### src/rtl/tsmap_pkg.sv
package tsmap_pkg;

    localparam int CH_W   = 5;
    localparam int MASK_W = 8;
    localparam int CNT_W  = $clog2(MASK_W + 1);

    typedef struct packed {
        logic              tx_inh;
        logic [CH_W-1:0]   tx_ch;
        logic [MASK_W-1:0] tx_mask;
        logic              rx_inh;
        logic [CH_W-1:0]   rx_ch;
        logic [MASK_W-1:0] rx_mask;
    } slot_cfg_t;

    typedef enum logic [1:0] {
        ST_HUNT  = 2'd0,
        ST_RUN   = 2'd1,
        ST_ARMED = 2'd2
    } seq_state_t;

    localparam slot_cfg_t SLOT_OFF = '{
        tx_inh: 1'b1, tx_ch: '0, tx_mask: '0,
        rx_inh: 1'b1, rx_ch: '0, rx_mask: '0
    };

    function automatic slot_cfg_t unpack_word(input logic [31:0] w);
        slot_cfg_t c;
        c.tx_inh  = w[29];
        c.tx_ch   = w[28:24];
        c.tx_mask = w[23:16];
        c.rx_inh  = w[13];
        c.rx_ch   = w[12:8];
        c.rx_mask = w[7:0];
        return c;
    endfunction

endpackage

### src/rtl/tsmap_seq.sv
module tsmap_seq #(
    parameter int NUM_SLOTS = 32,
    localparam int TS_W = $clog2(NUM_SLOTS)
) (
    input  logic            clk,
    input  logic            rst_n,
    input  logic            fsync,
    input  logic            reload,
    output logic [TS_W-1:0] slot_q,
    output logic            framed,
    output logic            swap
);
    import tsmap_pkg::*;

    localparam logic [TS_W-1:0] LAST_SLOT = TS_W'(NUM_SLOTS - 1);

    seq_state_t state_q, state_d;
    logic       boundary;

    assign boundary = fsync || (slot_q == LAST_SLOT);

    // next-state logic
    always_comb begin
        state_d = state_q;
        unique case (state_q)
            ST_HUNT:  if (fsync)                 state_d = ST_RUN;
            ST_RUN:   if (reload && !boundary)   state_d = ST_ARMED;
            ST_ARMED: if (boundary)              state_d = ST_RUN;
            default:                             state_d = ST_HUNT;
        endcase
    end

    // state register
    always_ff @(posedge clk or negedge rst_n) begin
        if (!rst_n) state_q <= ST_HUNT;
        else        state_q <= state_d;
    end

    // outputs of the state machine
    always_comb begin
        swap   = 1'b0;
        framed = 1'b0;
        unique case (state_q)
            ST_HUNT:  swap = reload;
            ST_RUN:   begin framed = 1'b1; swap = reload && boundary; end
            ST_ARMED: begin framed = 1'b1; swap = boundary; end
            default:  swap = 1'b0;
        endcase
    end

    // slot counter
    always_ff @(posedge clk or negedge rst_n) begin
        if (!rst_n)                      slot_q <= '0;
        else if (fsync)                  slot_q <= '0;
        else if (framed) begin
            if (slot_q == LAST_SLOT)     slot_q <= '0;
            else                         slot_q <= slot_q + 1'b1;
        end
    end

    p_fsync_zero_r2: assert property (@(posedge clk) disable iff (!rst_n)
        fsync |=> (slot_q == '0 && framed));

    p_slot_step_r2: assert property (@(posedge clk) disable iff (!rst_n)
        ($past(framed) && !$past(fsync)) |->
        (slot_q == (($past(slot_q) == LAST_SLOT) ? '0 : $past(slot_q) + 1'b1)));

    p_swap_edge_r6: assert property (@(posedge clk) disable iff (!rst_n)
        (swap && framed) |=> (slot_q == '0));

    p_framed_sticky_r2: assert property (@(posedge clk) disable iff (!rst_n)
        framed |=> framed);

endmodule

### src/rtl/tsmap_table.sv
module tsmap_table #(
    parameter int NUM_SLOTS = 32,
    parameter int AW        = 10,
    parameter int BASE_ADDR = 12,
    localparam int TS_W = $clog2(NUM_SLOTS)
) (
    input  logic                 clk,
    input  logic                 rst_n,
    input  logic                 cfg_we,
    input  logic [AW-1:0]        cfg_addr,
    input  logic [31:0]          cfg_wdata,
    input  logic                 swap,
    input  logic [TS_W-1:0]      slot,
    output tsmap_pkg::slot_cfg_t cur_cfg
);
    import tsmap_pkg::*;

    localparam logic [AW-1:0] BASE_A = AW'(BASE_ADDR);
    localparam logic [AW-1:0] SPAN_A = AW'(NUM_SLOTS * 4);

    slot_cfg_t       shadow_q [NUM_SLOTS];
    slot_cfg_t       active_q [NUM_SLOTS];
    logic [AW-1:0]   rel;
    logic            hit;
    logic [TS_W-1:0] idx;
    slot_cfg_t       new_cfg;

    assign rel     = cfg_addr - BASE_A;
    assign hit     = cfg_we && (cfg_addr >= BASE_A) && (rel < SPAN_A) && (rel[1:0] == 2'b00);
    assign idx     = rel[TS_W+1:2];
    assign new_cfg = unpack_word(cfg_wdata);

    always_ff @(posedge clk or negedge rst_n) begin
        if (!rst_n) begin
            for (int i = 0; i < NUM_SLOTS; i++) begin
                shadow_q[i] <= SLOT_OFF;
                active_q[i] <= SLOT_OFF;
            end
        end else begin
            for (int i = 0; i < NUM_SLOTS; i++) begin
                if (swap)                          active_q[i] <= shadow_q[i];
                if (hit && idx == TS_W'(i))        shadow_q[i] <= new_cfg;
            end
        end
    end

    assign cur_cfg = active_q[slot];

    p_hold_table_r6: assert property (@(posedge clk) disable iff (!rst_n)
        (!$past(swap) && $past(slot) == slot) |-> $stable(cur_cfg));

endmodule

### src/rtl/tsmap_tx.sv
module tsmap_tx (
    input  logic                 clk,
    input  logic                 rst_n,
    input  logic                 framed,
    input  tsmap_pkg::slot_cfg_t cfg,
    input  logic [7:0]           tx_ch_byte,
    output logic [4:0]           tx_ch_sel,
    output logic                 tx_ch_req,
    output logic [7:0]           tx_line_byte
);
    import tsmap_pkg::*;

    logic live;
    assign live      = framed && !cfg.tx_inh;
    assign tx_ch_req = live;
    assign tx_ch_sel = framed ? cfg.tx_ch : '0;

    for (genvar b = 0; b < MASK_W; b++) begin : g_bit
        assign tx_line_byte[b] = live ? (cfg.tx_mask[b] ? tx_ch_byte[b] : 1'b1) : 1'b1;
    end

    p_fill_ones_r7: assert property (@(posedge clk) disable iff (!rst_n)
        (tx_line_byte | cfg.tx_mask) == 8'hFF);

    p_inhibit_r8: assert property (@(posedge clk) disable iff (!rst_n)
        !tx_ch_req |-> (tx_line_byte == 8'hFF));

endmodule

### src/rtl/tsmap_rx.sv
module tsmap_rx (
    input  logic                 clk,
    input  logic                 rst_n,
    input  logic                 framed,
    input  tsmap_pkg::slot_cfg_t cfg,
    input  logic [7:0]           rx_line_byte,
    output logic [4:0]           rx_ch_sel,
    output logic                 rx_ch_valid,
    output logic [7:0]           rx_ch_bits,
    output logic [3:0]           rx_ch_count
);
    import tsmap_pkg::*;

    logic [CNT_W-1:0] prefix [MASK_W+1];
    logic [MASK_W-1:0] packed_bits;

    assign prefix[0] = '0;
    for (genvar b = 0; b < MASK_W; b++) begin : g_prefix
        assign prefix[b+1] = prefix[b] + CNT_W'(cfg.rx_mask[b]);
    end

    always_comb begin
        packed_bits = '0;
        for (int b = 0; b < MASK_W; b++) begin
            if (cfg.rx_mask[b]) packed_bits[prefix[b][2:0]] = rx_line_byte[b];
        end
    end

    assign rx_ch_valid = framed && !cfg.rx_inh && (cfg.rx_mask != '0);
    assign rx_ch_sel   = framed ? cfg.rx_ch : '0;
    assign rx_ch_bits  = rx_ch_valid ? packed_bits : '0;
    assign rx_ch_count = rx_ch_valid ? prefix[MASK_W] : '0;

    p_count_r9: assert property (@(posedge clk) disable iff (!rst_n)
        rx_ch_valid |-> (32'(rx_ch_count) == $countones(cfg.rx_mask)));

    p_pack_top_zero_r9: assert property (@(posedge clk) disable iff (!rst_n)
        rx_ch_valid |-> ((rx_ch_bits >> rx_ch_count) == 8'h00));

    p_empty_r10: assert property (@(posedge clk) disable iff (!rst_n)
        !rx_ch_valid |-> (rx_ch_bits == 8'h00 && rx_ch_count == 4'd0));

endmodule

### src/rtl/tsmap_top.sv
module tsmap_top #(
    parameter int NUM_SLOTS = 32,
    parameter int AW        = 10,
    parameter int BASE_ADDR = 12
) (
    input  logic          clk,
    input  logic          rst_n,
    input  logic          cfg_we,
    input  logic [AW-1:0] cfg_addr,
    input  logic [31:0]   cfg_wdata,
    input  logic          reload,
    input  logic          fsync,
    input  logic [7:0]    tx_ch_byte,
    output logic [4:0]    tx_ch_sel,
    output logic          tx_ch_req,
    output logic [7:0]    tx_line_byte,
    input  logic [7:0]    rx_line_byte,
    output logic [4:0]    rx_ch_sel,
    output logic          rx_ch_valid,
    output logic [7:0]    rx_ch_bits,
    output logic [3:0]    rx_ch_count,
    output logic [$clog2(NUM_SLOTS)-1:0] slot_num,
    output logic          slot_idle,
    output logic          framed
);
    import tsmap_pkg::*;

    localparam int TS_W = $clog2(NUM_SLOTS);

    logic            swap;
    logic [TS_W-1:0] slot_q;
    slot_cfg_t       cur_cfg;

    tsmap_seq #(.NUM_SLOTS(NUM_SLOTS)) i_seq (
        .clk(clk), .rst_n(rst_n), .fsync(fsync), .reload(reload),
        .slot_q(slot_q), .framed(framed), .swap(swap)
    );

    tsmap_table #(.NUM_SLOTS(NUM_SLOTS), .AW(AW), .BASE_ADDR(BASE_ADDR)) i_table (
        .clk(clk), .rst_n(rst_n), .cfg_we(cfg_we), .cfg_addr(cfg_addr),
        .cfg_wdata(cfg_wdata), .swap(swap), .slot(slot_q), .cur_cfg(cur_cfg)
    );

    tsmap_tx i_tx (
        .clk(clk), .rst_n(rst_n), .framed(framed), .cfg(cur_cfg),
        .tx_ch_byte(tx_ch_byte), .tx_ch_sel(tx_ch_sel),
        .tx_ch_req(tx_ch_req), .tx_line_byte(tx_line_byte)
    );

    tsmap_rx i_rx (
        .clk(clk), .rst_n(rst_n), .framed(framed), .cfg(cur_cfg),
        .rx_line_byte(rx_line_byte), .rx_ch_sel(rx_ch_sel),
        .rx_ch_valid(rx_ch_valid), .rx_ch_bits(rx_ch_bits),
        .rx_ch_count(rx_ch_count)
    );

    assign slot_num  = slot_q;
    assign slot_idle = !framed || (cur_cfg.tx_inh && cur_cfg.rx_inh);

    p_idle_quiet_r11: assert property (@(posedge clk) disable iff (!rst_n)
        slot_idle |-> (!tx_ch_req && !rx_ch_valid));

endmodule

### config.mk
export PLATFORM = sky130hd
export DESIGN_NAME = tsmap_top
export DESIGN_NICKNAME = d
export VERILOG_FILES = /design/src/rtl/tsmap_pkg.sv /design/src/rtl/tsmap_seq.sv /design/src/rtl/tsmap_table.sv /design/src/rtl/tsmap_tx.sv /design/src/rtl/tsmap_rx.sv /design/src/rtl/tsmap_top.sv
export SDC_FILE = /design/constraint.sdc
export NUM_CORES = 2
export LEC_CHECK = 0
export BUFFER_PORTS_ARGS = -buffer_cell sky130_fd_sc_hd__buf_2
export CORE_MARGIN = 2
export CORE_UTILIZATION = 65
export DETAILED_ROUTE_END_ITERATION = 16
export GPL_TIMING_DRIVEN = 0
export PLACE_DENSITY = 0.88
export SETUP_SLACK_MARGIN = 0.05
export SLEW_MARGIN = 10
export SYNTH_ARGS = -nofsm -noshare
export SYNTH_HDL_FRONTEND = slang
export SYNTH_SLANG_ARGS = --single-unit
export TNS_END_PERCENT = 50
### constraint.sdc
create_clock -name clk -period 9.7 [get_ports clk]
set_clock_uncertainty 0.2 [all_clocks]
set_input_delay 0.97 -clock clk [delete_from_list [all_inputs] [get_ports clk]]
set_output_delay 0.97 -clock clk [all_outputs]
set_load 0.01 [all_outputs]
Word-level counts from Yosys, hierarchy flattened

Cells that the tools add are included.

Register bits after elaboration: 1799
Bits of input ports: 63
Output and inout bits: 39
Logic and storage cells: 572

$add $sub $neg: 9
Order comparisons: 17
Eq/ne operators: 37
Mux-type cells: 61
Bitwise gates (word level): 1
Reduce and logical (&&, ||, !) cells: 61

Operators with widths:

| operator                                                                              | number |
|---|---|
| 28-bit binary-select mux with 5-bit select                                            | 1 |
| 5-bit equality test (second input constant)                                           | 17 |
| 8-bit two-way mux                                                                     | 8 |
| 8-bit bitwise mux                                                                     | 7 |
| 28-bit two-way mux                                                                    | 2 |
| 1-bit logical AND                                                                     | 48 |
| 5-bit by 4-bit equality test with 1-bit output (second input constant)                | 8 |
| 1-bit two-way mux                                                                     | 25 |
| 5-bit two-way mux                                                                     | 5 |
| 4-bit by 1-bit adder with 4-bit output                                                | 6 |
| 3-bit by 4-bit less-than comparator with 1-bit output (second input constant)         | 6 |
| 5-bit by 3-bit equality test with 1-bit output (second input constant)                | 4 |
| 1-bit demux with 3-bit select                                                         | 6 |
| 3-bit by 1-bit greater-or-equal comparator with 1-bit output (second input constant)  | 6 |
| 5-bit by 2-bit equality test with 1-bit output (second input constant)                | 2 |
| 10-bit by 4-bit greater-or-equal comparator with 1-bit output (second input constant) | 1 |
| 10-bit by 8-bit less-than comparator with 1-bit output (second input constant)        | 1 |
| 10-bit by 4-bit subtractor with 10-bit output (second input constant)                 | 1 |
| 8-bit nonzero test                                                                    | 1 |
| 6-bit greater-or-equal comparator (second input constant)                             | 1 |
| 2-bit two-way mux                                                                     | 3 |
| 5-bit NOT with 6-bit output                                                           | 1 |
| 2-bit case mux with 3 select lines                                                    | 1 |
| 5-bit by 1-bit adder with 5-bit output (second input constant)                        | 1 |
| other kinds (18)                                                                      | 24 |

Logic depth before layout (Yosys ltp)

Depth in word-level cells: 23
Depth in mapped cells: 22

By module

A second synthesis with hierarchy kept.

Cells, all modules: 5203
Area, all modules: 76880.0 um2

By module, submodules not included:

| module      | times used | cells an instance | area each (um2) | sequential area each (um2) |
|---|---|---|---|---|
| tsmap_table | 1          | 4926              | 74715.4         | 45003.2 |
| tsmap_rx    | 1          | 215               | 1525.2          | 0.0 |
| tsmap_seq   | 1          | 46                | 489.2           | 175.2 |
| tsmap_tx    | 1          | 15                | 140.1           | 0.0 |
| tsmap_top   | 1          | 1                 | 10.0            | 0.0 |

Least setup slack after synthesis

Ideal clock, no wire load.

Path kind: register to output
Start point: register i_seq.slot_q[0]
End point: output rx_ch_bits[5]
Arrival time: 5405 ps
Required time: 8530 ps
Path slack: 3125 ps
Cell stages (with the launch flop): 20
Cells stage by stage: dfrtp_1 -> buf_6 -> buf_4 -> buf_2 -> mux4_2 -> a21o_1 -> o21ai_0 -> inv_1 -> fa_1 -> ha_1 -> clkbuf_1 -> xor2_1 -> ha_1 -> ha_1 -> xor3_2 -> xor2_1 -> or2b_1 -> or2_2 -> o31ai_1 -> o2111a_1

Word-level cells in the longest chain between the ends: 22
Elaborated cells between the ends (all ways): 58
Classes of those cells: add/sub (6); order compare (12); mux (29); bitwise (1); reduce/logical (10)

RTL lines:

| what                                                                                            | RTL line          | source |
|---|---|---|
| from (decl)                                                                                     | tsmap_seq.sv:9    | `output logic [TS_W-1:0] slot_q,` |
| from (signal assigned)                                                                          | tsmap_seq.sv:57   | `else slot_q <= slot_q + 1'b1;` |
| 5-bit NOT with 6-bit output (implied by the code) *                                             | tsmap_table.sv:47 | `assign cur_cfg = active_q[slot];` |
| 28-bit binary-select mux with 5-bit select *                                                    | tsmap_table.sv:47 |  |
| 28-bit two-way mux (implied by the code) * (2 in series)                                        | tsmap_table.sv:47 |  |
| parallel branches: the longest is 17 deep, another holds 4-bit by 1-bit adder with 4-bit output | -                 |  |
| 8-bit two-way mux *                                                                             | tsmap_rx.sv:31    | `assign rx_ch_bits = rx_ch_valid ? packed_bits : '0;` |
| to (decl)                                                                                       | tsmap_top.sv:20   | `output logic [7:0] rx_ch_bits,` |

Every way passes the cells marked *. The select of a mux whose other input is x is not followed.

Worst setup path in the final report

Start point: register i_seq.slot_q[0]
End point: output rx_ch_bits[0]

Word-level cells in the longest chain between the ends: 23
Elaborated cells between the ends (all ways): 65
Classes of those cells: add/sub (6); order compare (14); mux (33); bitwise (1); reduce/logical (11)

RTL lines:

| what                                                                                            | RTL line |
|---|---|
| 5-bit NOT with 6-bit output (implied by the code) *                                             | tsmap_table.sv:47 |
| 28-bit binary-select mux with 5-bit select *                                                    | tsmap_table.sv:47 |
| 28-bit two-way mux (implied by the code) * (2 in series)                                        | tsmap_table.sv:47 |
| parallel branches: the longest is 18 deep, another holds 4-bit by 1-bit adder with 4-bit output | - |
| 8-bit two-way mux *                                                                             | tsmap_rx.sv:31 |

Marked as above.

==> qor.txt <==
clk sinks: 1,799
EDFF count, synth: 0
CTS Buffer Depth: 3
setup TNS: 0 ps
Die ar.: 119,000 um2
top cells by area, synth: dfrtp_1 55%, mux2_2 27%, mux4_2 7.0%, dfstp_2 4.4%, clkbuf_1 1.4%
TritonCTS Buffers: 174
Final Slew Violations: 0
final period utilization: 96.2%
Syn. warnings: 0
CTS tree: built
Simple-Gate Fraction of Synth Area: 1.54%
Mapped Cells: 4,643
Iter 0 DRT Violations: 3,839
Detailed Routing Iterations Pass 1: 8
Wirelength per Cell: 30.4 um
Remaining Overflow, GRT: 0
dpl cell area: 78,400 um2
Worst setup EP type: primary output
number of antenna violations at the first check in global routing: 17
Setup violations, final: 0
port buffer count: 93
Arrival @ worst endpoint: 8160 ps
synthesized area: 75,700 um2
Max Cap Viol: 0
XOR/XNOR Fraction of Synth Area: 0.172%
clock-pin slew on the worst setup and hold paths: 60 ps
Synth top cells by count: 1,810 x mux2_2, 1,671 x dfrtp_1, 274 x clkbuf_1, 235 x mux4_2, 128 x dfstp_2
Routed Antenna Nets: 0
num rows: 125
Seq cells post-synth: 1,799
Vias: 43,451
Final #Nets: 5,009
kind of critical path: flop to primary output
Area Overhead vs Synth: 11.3%
Static Leak: 41.6 nW
outcome: finished clean
first-pass GRT wire length: 301,000 um
Adder-Cell Fraction of Synth Area: 0.370%
Reg2Reg Setup Slack: 1530 ps
Mean Syn Cell Area: 16.3 um2
core area: 116,000 um2
HP Class: primary input to flop
Chip Height: 345 um
share of the synthesized area in the top cell type: 55.2%
Synth cell types: 83
register area share after synthesis: 59.7%
final instance area: 84,300 um2
mean number of vias per cell: 6.58
Worst Path Required: 8530 ps
Power Dens Cells: 227 nW/um2
layout cell share with drive strength beyond 1: 51.9%
Slew headroom: 10.4%
H-tree depth: 4
largest net degree at the start of global routing: 166
RSZ-0062 raised after global routing: false
GP Congestion: 0.927
Post-DP HPWL: 136,000 um
Hold Fails Final Rpt: 0
vias in the first global route: 46,869
post-synthesis mux area share: 35.0%
GRT Resource Usage Total: 34.3%
Synth area leader: dfrtp_1
Detailed Route WL: 201,000 um
most frequent cell after synthesis: mux2_2
worst vdd ir: 190 uV
Main synth FF type: dfrtp_1
root buffer cell: clkbuf_16
Compound-Gate Fraction of Synth Area: 1.15%
Die W: 345 um
Remaining DRCs: 0
final period demand of the worst path: 9330 ps
Worst Hold Depth: 2
Worst-Margin Slew: 1340 ps
R2R depth: 16
crit-path max FO: 10
syn_nets: 4,727
fmax: 107 MHz
initial core utilization: 65.3%
crit start category: flop
largest family of logic cells by synthesized area: multiplexers
Async S/R FF share, synth: 100%
Clk Latency, worst-skew pair: 810 ps
io pins: 102
tightest hold margin: 212 ps
worst max-delay path, cell delays in order (launching register included):
cell,delay (ps)
dfrtp_1,490
buf_6,220
buf_6,300
buf_6,320
buf_4,310
mux2i_1,260
o221ai_1,190
a211oi_1,590
a41o_1,440
inv_1,150
fa_1,730
ha_1,240
clkbuf_1,330
xor2_1,130
ha_1,460
ha_1,210
xor3_2,530
xnor2_1,450
nand2b_1,180
nor2_1,170
mux2_2,350
o311a_1,120
buf_2,140
layout by cell type (no fill, tap or decap), types with 55 or more instances in the layout:
cell type and n:
mux2i_1 55, clkbuf_16 178, nand2_1 62, mux4_2 235, clkbuf_1 313, dfstp_2 128
mux2_2 1810, dfrtp_1 1671, buf_2 120
layout make-up:
cell class | instances | area, um2
Buffer | 345 | 1510
Sequential cell | 1799 | 45200
Fill cell | 6706 | 31600
Tap cell | 1524 | 1910
Timing Repair Buffer | 106 | 821
Clock buffer | 259 | 5120
Clock inverter | 61 | 677
Antenna cell | 10 | 25.0
Inverter | 21 | 78.8
Multi-Input combinational cell | 2478 | 29000
registers in the layout (all words and copies together), names as in the netlist:
register,count
i_table.shadow_q,896
i_seq.slot_q,5
i_table.active_q,896
i_seq.state_q,2
path summary, 6_finish.rpt:
check                                       from                    end
min                                        fsync        i_seq.slot_q[0]
max in group asynchronous                  rst_n  i_table.shadow_q[748]
max reg2reg                      i_seq.slot_q[3]  i_table.active_q[548]
min in group asynchronous                  rst_n  i_table.active_q[222]
max                              i_seq.slot_q[0]          rx_ch_bits[0]
min reg2reg                i_table.shadow_q[393]  i_table.active_q[393]
per-layer routing:
metal | GRT usage (%) | part of all wire [%] | up-vias
met5 | 0 | 0.051 | -
met1 | 44.7 | 38 | 23459
met3 | 9.25 | 8.5 | 579
li1 | - | - | 17599
met2 | 52.5 | 47 | 1798
met4 | 20.2 | 6.5 | 16
logic make-up (layout without fill, tap and decap cells):
| group | after synthesis | in the layout |
|---|---|---|
| compound gates | 105 | 105 |
| xor+xnor | 13 | 13 |
| fa+ha+maj | 22 | 22 |
| buf+inv | 366 | 792 |
| flops | 1799 | 1799 |
| mux | 2111 | 2111 |
| other cells | 0 | 10 |
| simple gates | 227 | 227 |
report_power, final:
group	total [mW]	internal (mW)	switching, mW
registers	7.94	7.78	0.156
clock network	6.86	3.93	2.93
logic	4.33	1.51	2.82
total	19.1	13.2	5.91
per-stage QoR:
step	instances	total power, mW	setup WS (ps)	util [%]
floorplan	4643	10.5	3120	-
global placement	6260	12.2	-30250	67.4
detailed placement	6272	12.3	991	67.7
CTS	6593	19.1	114	72.7
global route	6593	19.6	87.5	72.7
finish	6603	19.1	365	72.7
timing repair:
item	CTS	global route
hold buffers	1	0
buffers inserted	0	0
resized for setup	0	3
endpoints found under the setup margin	0	6
endpoints found under the hold margin	62	0
Note: power is estimated with default switching activity, not from simulation.
